File: config.mk
export PLATFORM = sky130hd
export DESIGN_NAME = pwrdn_strap_seq
export DESIGN_NICKNAME = d
export VERILOG_FILES = /design/src/rtl/pds_pkg.sv /design/src/rtl/pds_sync.sv /design/src/rtl/pds_strap.sv /design/src/rtl/pds_fsm.sv /design/src/rtl/pwrdn_strap_seq.sv
export SDC_FILE = /design/constraint.sdc
export NUM_CORES = 1
export LEC_CHECK = 0
export ABC_CLOCK_PERIOD_IN_PS = 5300
export CAP_MARGIN = 20
export CORE_ASPECT_RATIO = 1.1
export CORE_MARGIN = 2
export CORE_UTILIZATION = 58
export CTS_CLUSTER_SIZE = 10
export DETAILED_ROUTE_END_ITERATION = 12
export PLACE_DENSITY = 0.89
export SETUP_SLACK_MARGIN = 0.02
export SLEW_MARGIN = 30
export SYNTH_ARGS = -nofsm -noshare
export SYNTH_HDL_FRONTEND = slang
export SYNTH_SLANG_ARGS = --single-unit
File: constraint.sdc
create_clock -name clk_i -period 5.3 [get_ports clk_i]
set_clock_uncertainty 0.2 [all_clocks]
set_input_delay 1.06 -clock clk_i [delete_from_list [all_inputs] [get_ports clk_i]]
set_output_delay 1.06 -clock clk_i [all_outputs]
set_load 0.02 [all_outputs]
File: src/rtl/pds_pkg.sv
package pds_pkg;
  typedef enum logic [2:0] {
    RESET_SAMPLE = 3'd0,
    RUN          = 3'd1,
    STOPPING     = 3'd2,
    OSC_OFF      = 3'd3,
    WAKEUP       = 3'd4
  } pds_state_e;
endpackage

File: src/rtl/pds_sync.sv
module pds_sync #(
  parameter int unsigned          WIDTH   = 1,
  parameter int unsigned          STAGES  = 2,
  parameter logic [WIDTH-1:0]     RST_VAL = '1
) (
  input  logic             clk_i,
  input  logic             rst_ni,
  input  logic [WIDTH-1:0] d_i,
  output logic [WIDTH-1:0] q_o
);
  logic [WIDTH-1:0] stg_q [STAGES];

  for (genvar g = 0; g < STAGES; g++) begin : g_stage
    always_ff @(posedge clk_i or negedge rst_ni) begin
      if (!rst_ni) stg_q[g] <= RST_VAL;
      else if (g == 0) stg_q[g] <= d_i;
      else stg_q[g] <= stg_q[(g == 0) ? 0 : g-1];
    end
  end

  assign q_o = stg_q[STAGES-1];
endmodule

File: src/rtl/pds_strap.sv
module pds_strap #(
  parameter int unsigned N_STRAP = 5
) (
  input  logic               clk_i,
  input  logic               rst_ni,
  input  logic               capture_i,
  input  logic [N_STRAP-1:0] pad_i,
  output logic [N_STRAP-1:0] strap_o
);
  logic [N_STRAP-1:0] strap_q;

  always_ff @(posedge clk_i or negedge rst_ni) begin
    if (!rst_ni) strap_q <= '0;
    else if (capture_i) strap_q <= pad_i;
  end

  assign strap_o = strap_q;
endmodule

File: src/rtl/pds_fsm.sv
module pds_fsm
  import pds_pkg::*;
#(
  parameter int unsigned WAKE_CYCLES = 500000
) (
  input  logic       clk_i,
  input  logic       rst_ni,
  input  logic       pd_req_i,
  input  logic       held_i,
  input  logic       ready_i,
  output pds_state_e state_o,
  output logic       capture_o
);
  localparam int unsigned CNT_W = $clog2(WAKE_CYCLES + 1);
  localparam logic [CNT_W-1:0] CNT_LAST = CNT_W'(WAKE_CYCLES - 1);

  pds_state_e       st_q, st_d;
  logic [CNT_W-1:0] cnt_q, cnt_d;

  always_ff @(posedge clk_i or negedge rst_ni) begin
    if (!rst_ni) begin
      st_q  <= RESET_SAMPLE;
      cnt_q <= '0;
    end else begin
      st_q  <= st_d;
      cnt_q <= cnt_d;
    end
  end

  always_comb begin
    st_d  = st_q;
    cnt_d = cnt_q;
    unique case (st_q)
      RESET_SAMPLE: st_d = RUN;
      RUN:          if (pd_req_i) st_d = STOPPING;
      // finish the stop even if the request is already gone
      STOPPING:     if (held_i) st_d = OSC_OFF;
      OSC_OFF: begin
        if (!pd_req_i) begin
          st_d  = WAKEUP;
          cnt_d = '0;
        end
      end
      WAKEUP: begin
        if (cnt_q == CNT_LAST) begin
          if (ready_i) st_d = RUN;
        end else begin
          cnt_d = cnt_q + 1'b1;
        end
      end
      default: st_d = RESET_SAMPLE;
    endcase
  end

  assign state_o   = st_q;
  assign capture_o = (st_q == RESET_SAMPLE);
endmodule

File: src/rtl/pwrdn_strap_seq.sv
module pwrdn_strap_seq
  import pds_pkg::*;
#(
  parameter int unsigned N_STRAP     = 5,
  parameter int unsigned SYNC_STAGES = 2,
  parameter int unsigned WAKE_CYCLES = 500000
) (
  input  logic               clk_i,
  input  logic               rst_ni,
  input  logic               pwrdn_ni,
  input  logic               cpu_stop_ni,
  input  logic               pci_stop_ni,
  input  logic [N_STRAP-1:0] strap_pad_i,
  input  logic               out_held_i,
  input  logic               osc_ready_i,
  output logic               strap_oe_o,
  output logic [N_STRAP-1:0] strap_o,
  output logic               clk_run_o,
  output logic               cpu_run_o,
  output logic               pci_run_o,
  output logic               vco_en_o,
  output logic               xtal_en_o
);
  localparam int unsigned N_ASYNC = 3;

  logic [N_ASYNC-1:0] async_sync;
  pds_state_e         state;
  logic               capture;
  logic               running;
  logic               osc_off;

  pds_sync #(
    .WIDTH  (N_ASYNC),
    .STAGES (SYNC_STAGES),
    .RST_VAL({N_ASYNC{1'b1}})
  ) u_sync (
    .clk_i (clk_i),
    .rst_ni(rst_ni),
    .d_i   ({pci_stop_ni, cpu_stop_ni, pwrdn_ni}),
    .q_o   (async_sync)
  );

  pds_fsm #(
    .WAKE_CYCLES(WAKE_CYCLES)
  ) u_fsm (
    .clk_i    (clk_i),
    .rst_ni   (rst_ni),
    .pd_req_i (~async_sync[0]),
    .held_i   (out_held_i),
    .ready_i  (osc_ready_i),
    .state_o  (state),
    .capture_o(capture)
  );

  pds_strap #(
    .N_STRAP(N_STRAP)
  ) u_strap (
    .clk_i    (clk_i),
    .rst_ni   (rst_ni),
    .capture_i(capture),
    .pad_i    (strap_pad_i),
    .strap_o  (strap_o)
  );

  assign running    = (state == RUN);
  assign osc_off    = (state == OSC_OFF);
  assign strap_oe_o = ~capture;
  assign clk_run_o  = running;
  assign cpu_run_o  = running & async_sync[1];
  assign pci_run_o  = running & async_sync[2];
  assign vco_en_o   = ~osc_off;
  assign xtal_en_o  = ~osc_off;
endmodule

==> results by stage, run 1 <==
Run status:
- The run finished with clean final reports.

Die:
- For this configuration, the core starts out at a cell density of 0.605.
- The core area is 2750 sq um.
- The floorplan has 20 rows.
- From bottom edge to top edge, the die measures 60.2 microns.
- The die is 55.1 microns wide.
- The floorplan step defined a die boundary enclosing 3310 sq um.
- The I/O pin total is 23.

Logic synthesis:
- The average size of a mapped cell is 10.5 sq um.
- By area the synthesized netlist is led by sky130_fd_sc_hd__dfrtp_1 (41%), sky130_fd_sc_hd__dfstp_2 (9.5%), sky130_fd_sc_hd__a31oi_1 (4.1%).
- Of the post-synthesis cell area, the dominant cell type holds 0.406.
- The cell count after synthesis is 158.
- The cell area after synthesis is 1660 sq um.
- The synthesized netlist net count is 171.
- The synthesis warning total is 0.
- The synthesized netlist contains 47 unique library cells.
- The flop and latch count out of synthesis is 33.
- Summed over all instances, the cell type with the most area after synthesis is sky130_fd_sc_hd__dfrtp_1.
- For this run, the register share of the synthesized area comes to 0.501.

STA:
- The final-report hold violation count was 0.
- For the pin with the worst max-slew slack, the measured transition is 0.708 ns.
- The minimum period implied by the final worst setup slack is 3.36 ns.
- Adding up every negative setup slack in the final design gives 0 ns.
- In the finished design, the share of the clock period the worst path needs comes to 0.634.
- The headroom to the max-slew limit is 0.524.
- The maximum operating frequency is 0.298 GHz.
- The final max-slew violation count is 0.
- Setup repair after global routing left no endpoint under its margin.
- The number of endpoints failing setup at the final stage is 0.

Min path:
- In this run the worst hold path is classified as flip-flop to flip-flop.
- The path with the worst hold slack has its endpoint at u_sync.q_o[0]$_DFF_PN1_.
- The instance count along the most critical hold path is 0.
- The start point of the worst hold path is u_sync.stg_q[3]$_DFF_PN1_.

Cells and area:
- The post-route core utilization is 0.712.
- The fraction of final layout cells sized beyond drive strength 1 is 0.154.
- Counting the fill cells in the layout gives 200.
- The final net count is 194.
- The antenna diode count is 0.
- Summing all multi-input logic gate instances after layout gives 772 sq um.
- The register area is 833 sq um.
- The area growth from synthesis to layout is 17.7%.

Detailed routing:
- The detailed router placed 1374 vias in this run.
- The first-pass iteration count of the detailed router is 5.
- The violation count after the first detailed-route iteration is 61.
- The count of nets left with antenna violations once routing finished came out at 0.
- Dividing the detail-routed wire length by the instance count gives 16.5 microns.
- The number of remaining DRC errors is 0.
- Using the TritonRoute via totals, the vias-per-cell ratio works out to 6.39.
- The total length of routed wires is 3550 microns.

Setup path:
- The worst reg-to-reg path cell count is 5.
- The type of the worst setup path is flip-flop to output pin.
- The setup slack of the worst register-to-register path is 2.65 ns.
- The arrival time of data at the critical path endpoint is 2.10 ns.
- The launch point of the worst reg-to-reg path is u_fsm.state_o[0]$_DFFE_PN0P_.
- The biggest fanout along the worst timing path is 9.
- STA classifies the critical path startpoint as a flip-flop.
- The worst register-to-register path ends at u_fsm.cnt_q[13]$_DFFE_PN0P_.
- STA classifies the critical path endpoint as an output pin.
- The data required time at the worst endpoint is 4.04 ns.

Run:
- The count of max-cap constraint violations is 0.

Placement:
- Routability-driven placement finished with a final weighted congestion of 0.877.
- In this run the tool buffered the top-level ports with 22 buffer cells.
- Detailed placement ended at an HPWL of 2460 microns.

Clock network:
- Buffers inserted during clock tree synthesis total 5.
- The total of hold buffers inserted after clock tree synthesis is 0.
- CTS built an H-tree with a depth of 2.
- The number of buffers on the longest clock path is 2.
- After clock tree synthesis, the clock-pin slew on the worst setup and hold paths is 0.09 ns.
- The buffer cell driving the clock tree root is sky130_fd_sc_hd__clkbuf_4.
- Buffers added to address setup during post-CTS repair amount to 0.
- For this design, the sink count on the clock tree is 33.
- The post-CTS resize count is 0.
- The clock tree from TritonCTS is built.
- Clock latency on the worst-skew pair, taken at its later pin, is 0.34 ns.

Global route:
- The first global-routing pass estimated 5930 microns of wire.
- In the global route stage, overall resource usage came out at 0.252.
- The maximum number of pins on one net before global-route repair is 34.
- The number of antenna violations at the first check in global routing is 0.
- After global routing the overflow that remains totals 0.
- The number of global-route vias before repair is 1352.

Pwr:
- The worst vdd rail ir drop is 0.000320 V.
- Summed over all cells, the static leakage comes to 0.816 nW.
- In this run the power density over the cells is 415 nW/um^2.
critical path, stage by stage, from the launching register on:
cell and delay, ns:
sky130_fd_sc_hd__dfrtp_1 0.48, sky130_fd_sc_hd__nor3_1 0.63, sky130_fd_sc_hd__inv_1 0.10, sky130_fd_sc_hd__clkdlybuf4s50_1 0.56
per-layer routing:
metal | part of all wire | vias up | global-route usage
li1 | - | 647 | -
met1 | 0.41 | 671 | 0.295
met2 | 0.51 | 50 | 0.423
met3 | 0.068 | 6 | 0.0775
met4 | 0.014 | 0 | 0.0976
met5 | 0 | - | 0
cells in the mapped netlist, drive strengths merged:
master and instances:
dfrtp 27, nand2 14, a31oi 11, nand3 10, a21oi 8, and2 8
buf 7, nor2 7, dfstp 6, mux2 5, o21ai 5, inv 4
nor3 4, a21o 3, a41oi 3, and3 3, nor4 3, a211o 2
a221o 2, and4 2, nand4 2, nor3b 2, nor4bb 2, o21a 2
o22ai 2, a2111oi 1, a211oi 1, a22o 1, a31o 1, and3b 1
ha 1, mux2i 1, o311a 1, o31a 1, o31ai 1, or2 1
or4 1, xnor2 1, xor2 1
state kept, by name, summed over array words and instances (netlist names):
name,cells
u_fsm.cnt_q,19
u_fsm.state_o,3
u_strap.strap_o,5
u_sync.q_o,3
u_sync.stg_q,3
through the flow:
step	instance area [sq um]	hold WS [ns]	power (mW)	setup WS (ns)	std cells
floorplan	1660	0.145	0.540	2.63	158
global placement	1890	0.146	0.642	2.34	207
detailed placement	1890	0.148	0.655	2.30	207
CTS	1960	0.162	0.821	1.91	215
global route	1960	0.167	0.861	1.80	215
finish	1960	0.160	0.814	1.94	215
worst max-delay path by stage:
| stage | from | endpoint |
|---|---|---|
| floorplan | u_fsm.state_o[0]$_DFFE_PN0P_ | cpu_run_o |
| global placement | u_fsm.state_o[0]$_DFFE_PN0P_ | strap_oe_o |
| detailed placement | u_fsm.state_o[0]$_DFFE_PN0P_ | strap_oe_o |
| CTS | u_fsm.state_o[0]$_DFFE_PN0P_ | strap_oe_o |
| global route | u_fsm.state_o[0]$_DFFE_PN0P_ | strap_oe_o |
| finish | u_fsm.state_o[0]$_DFFE_PN0P_ | strap_oe_o |
where the power goes:
part	total, mW	switching [mW]	internal, mW
clock	0.161	0.0845	0.0768
combinational	0.310	0.164	0.146
sequential	0.343	0.0464	0.296
layout make-up:
class                      instances  area share
clock inverter                     1     0.00255
sequential                        33       0.425
timing repair buffer              23       0.116
inverter                           4     0.00766
tap                               33      0.0211
multi-input combinational        114       0.394
clock buffer                       7      0.0332
layout by cell type, fill, tap and decap left out, drive strengths merged, types with 2 or more instances in the layout:
cell / Yosys / layout
clkbuf: 0 / 7
inv: 4 / 4
nor3: 4 / 4
clkdlybuf4s50: 0 / 22
nand4: 2 / 2
mux2: 5 / 5
nor3b: 2 / 2
nand2: 14 / 14
a21o: 3 / 3
o21a: 2 / 2
and4: 2 / 2
dfrtp: 27 / 27
a31oi: 11 / 11
a221o: 2 / 2
o22ai: 2 / 2
dfstp: 6 / 6
nor4: 3 / 3
o21ai: 5 / 5
a21oi: 8 / 8
nor2: 7 / 7
nand3: 10 / 10
and3: 3 / 3
nor4bb: 2 / 2
and2: 8 / 8
a211o: 2 / 2
a41oi: 3 / 3
kinds of logic after synthesis:
family | count (synthesis) | share of synthesized area
buffers and inverters | 11 | 0.0353
adder cells (fa/ha/maj) | 1 | 0.00752
multiplexers | 6 | 0.0398
flip-flops | 33 | 0.501
AND/OR/NAND/NOR | 60 | 0.213
AO/OA/AOI/OAI | 45 | 0.193
XOR/XNOR | 2 | 0.0105
No activity file was read; power rests on OpenSTA's default activity.
==> run 2, diff against run 1 <==
Settings changed: ABC_CLOCK_PERIOD_IN_PS 5300 to 3500, CORE_UTILIZATION 58 to 54, PLACE_DENSITY 0.89 to 0.84.
Clock period 5.3 ns to 3.5 ns, I/O delays scaled along.
==> run 2 against run 1 <==
Against the previous run: combinational power grew 56%; via count rose by 2.7%; hold slack gained 0.0021 ns; total power increased by 60%; worst setup slack got worse by 1.3 ns; utilization fell by 5.0 points; wire length up 6.8%; cell area increased by 1.1%; die area increased by 6.9%; critical path depth stayed put; clock-buffer cell count down 2; global-route usage decreased by 1.7 points; critical path type unchanged; highest routed layer unchanged.
==> results by stage, run 2 (synthesis results as in run 1) <==
Pwr:
- The worst vdd rail ir drop is 0.000491 V (+54%).
- The static leakage is 0.821 nW (+0.64%).
- The overall power consumption is 1.30 mW (+60%).
- The total power divided by cell area came to 655 nW/um^2 (+58%).

Setup path:
- The worst setup path is launched from a flip-flop.
- The most critical setup path has its startpoint at u_fsm.state_o[1]$_DFFE_PN0P_.
- The worst register-to-register path begins at u_fsm.state_o[0]$_DFFE_PN0P_.
- The data required time at the worst endpoint was 2.60 ns (-1.44 ns).
- The worst setup path is captured at an output pin.
- The arrival time of data at the critical path endpoint was 1.99 ns (-0.11 ns).
- The biggest fanout along the worst timing path is 7 (-2).
- The setup path with the least slack is of type flip-flop to output pin.

Run:
- The count of max-cap constraint violations came to 0 (unchanged).

Detailed routing:
- The total number of vias was 1411 (+2.7%).
- The first-pass iteration count of the detailed router is 4 (-1).
- The number of nets with antenna violations after routing was 0 (unchanged).
- The number of remaining DRC errors is 0 (unchanged).
- The total length of routed wires came to 3790 microns (+6.8%).
- The violation count after the first detailed-route iteration is 68 (+11%).
- The via density per instance is 6.50 (+1.7%).
- The average detailed-routed wire length per instance came to 17.5 microns (+5.8%).

Die:
- The number of rows in the core area came to 21 (+5.0%).
- The die footprint was 3540 sq um (+6.9%).
- The I/O pin total was 23 (unchanged).
- The core area is 3000 sq um (+8.8%).
- The die outline height is 62.2 microns (+3.4%).
- The die span in x is 56.9 microns (+3.4%).
- The initial cell density of the core was 0.556 (-0.0490).

Global route:
- The global-route wire length before repair came to 6470 microns (+9.2%).
- The number of antenna violations at the first check in global routing is 0 (unchanged).
- The all-layer global routing usage is 0.234 (-0.0171).
- The number of global-route vias before repair was 1412 (+4.4%).
- The global routing stage identified its most utilized layer as met2.
- The final global-route overflow total is 0 (unchanged).
- The fraction of met2 tracks used by global routing came to 0.378 (-0.0456).
- The met1 usage is 0.288 (-0.00653).
- The met3 usage is 0.0708 (-0.00667).
- The maximum number of pins on one net before global-route repair is 34 (unchanged).

Cells and area:
- The number of flip-flops in the largest register is 19 (unchanged).
- The register area was 833 sq um (unchanged).
- The multi-input gate area in the final layout is 772 sq um (unchanged).
- The final net count came to 195 (+0.52%).
- More flip-flops sit in one register than any other, and that register is u_fsm.cnt_q.
- The antenna diode count is 0 (unchanged).
- The fraction of final layout cells sized beyond drive strength 1 is 0.158 (+0.00462).
- The filler cell count in the final layout is 231 (+16%).
- The library cell used most frequently in the layout, excluding fill and tap cells, is sky130_fd_sc_hd__dfrtp_1.
- The area growth from synthesis to layout is 19.1%.
- Leaving out fill and tap cells, the most frequent cells in the layout are sky130_fd_sc_hd__dfrtp_1 (27), sky130_fd_sc_hd__clkdlybuf4s50_1 (22), sky130_fd_sc_hd__nand2_1 (14), sky130_fd_sc_hd__a31oi_1 (11), sky130_fd_sc_hd__nand3_1 (9).

Clock network:
- The count of H-tree levels built during CTS is 2 (unchanged).
- The setup fix buffers added after clock tree synthesis is 0 (unchanged).
- The number of buffers on the longest clock path is 2 (unchanged).
- The number of clock sinks seen by CTS came to 33 (unchanged).
- The clock input transition at the sequential cells of the worst setup and hold paths is 0.12 ns (+0.03 ns).
- The total of hold buffers inserted after clock tree synthesis came to 0 (unchanged).
- The post-CTS resize count is 0 (unchanged).
- The number of CTS-inserted buffers was 5 (unchanged).
- The clock latency on the worst-skew pair is 0.35 ns (about the same).
- TritonCTS built the clock tree.
- The buffer cell driving the clock tree root is sky130_fd_sc_hd__clkbuf_4.

STA:
- The final max-slew violation count is 0 (unchanged).
- The slew at the pin closest to its max-slew limit is 0.647 ns (-0.0608 ns).
- Setup repair after global routing left no endpoint under its margin.
- The headroom to the max-slew limit came to 0.568 (+0.0441).
- The post-route worst setup slack is 0.610 ns (-1.33 ns).
- The number of endpoints failing setup at the final stage is 0 (unchanged).
- In the finished design, the share of the clock period the worst path needs comes to 0.826.
- The final-layout setup total negative slack is 0 ns (unchanged).
- The minimum period implied by the final worst setup slack is 2.89 ns.
- The final-report hold violation count is 0 (unchanged).
- Derived from the worst setup path, the maximum achievable clock frequency is 0.346 GHz.

Placement:
- The final weighted congestion of routability-driven global placement is 0.842 (-4.0%).
- The post-DP HPWL is 2610 microns (+6.1%).
- The count of input and output buffers came to 22 (unchanged).
- The pre-CTS setup slack is 0.943 ns (-1.36 ns).

Run status:
- The run finished with clean final reports.

Min path:
- The start point of the worst hold path is u_sync.stg_q[3]$_DFF_PN1_.
- The path class of the tightest hold or removal check is flip-flop to flip-flop.
-- run 2: changes by cell type in the layout (fill, tap and decap cells not counted), sizes merged --
| cell | change |
|---|---|
| bufinv | +1 |
| clkinvlp | +1 |
| clkbuf | -2 |
| buf | +1 |
-- run 2: critical path: stages (launching register included) --
cell	delay, ns
sky130_fd_sc_hd__dfrtp_1	0.48
sky130_fd_sc_hd__nor3b_1	0.37
sky130_fd_sc_hd__and2_1	0.19
sky130_fd_sc_hd__clkdlybuf4s50_1	0.60
-- run 2: layout make-up --
| class | count | area share |
|---|---|---|
| multi-input cells | 114 | 0.390 |
| well taps | 34 | 0.0215 |
| inverters | 4 | 0.00758 |
| clock inverters | 3 | 0.0234 |
| repair buffers | 24 | 0.119 |
| clock buffers | 5 | 0.0189 |
| flip-flops and latches | 33 | 0.420 |
-- run 2: stage by stage --
step / hold WS (ns) / std cells / util / cell area, sq um
2_1_floorplan: 0.145 / 158 / - / 1660
3_3_place_gp: 0.146 / 209 / 0.634 / 1900
3_5_place_dp: 0.148 / 209 / 0.634 / 1900
4_1_cts: 0.164 / 217 / 0.662 / 1980
5_1_grt: 0.168 / 217 / 0.662 / 1980
6_report: 0.162 / 217 / 0.662 / 1980
-- run 2: final timing paths --
kind	slack [ns]	depth (start not counted)	end
worst max-delay path	0.61	3	cpu_run_o
worst min-delay path	0.16	0	u_sync.q_o[0]$_DFF_PN1_
worst max register to register	0.89	5	u_fsm.cnt_q[7]$_DFFE_PN0P_
worst min register to register	0.16	0	u_sync.q_o[0]$_DFF_PN1_
max in group asynchronous	2.22	2	u_sync.q_o[2]$_DFF_PN1_
min in group asynchronous	0.53	2	u_fsm.cnt_q[14]$_DFFE_PN0P_
-- run 2: routing by layer --
metal	vias up	routed length [microns]	share of wire
met5	-	0	0
met4	0	85	0.022
met3	14	259	0.068
met2	71	1900	0.50
met1	680	1540	0.41
li1	646	-	-
-- run 2: report_power, final --
part	internal (mW)	leakage [nW]	total (mW)	switching, mW
Clock	0.151	0.0414	0.293	0.142
Sequential	0.449	0.422	0.521	0.0719
Combinational	0.230	0.357	0.485	0.255
Total	0.830	0.821	1.30	0.468
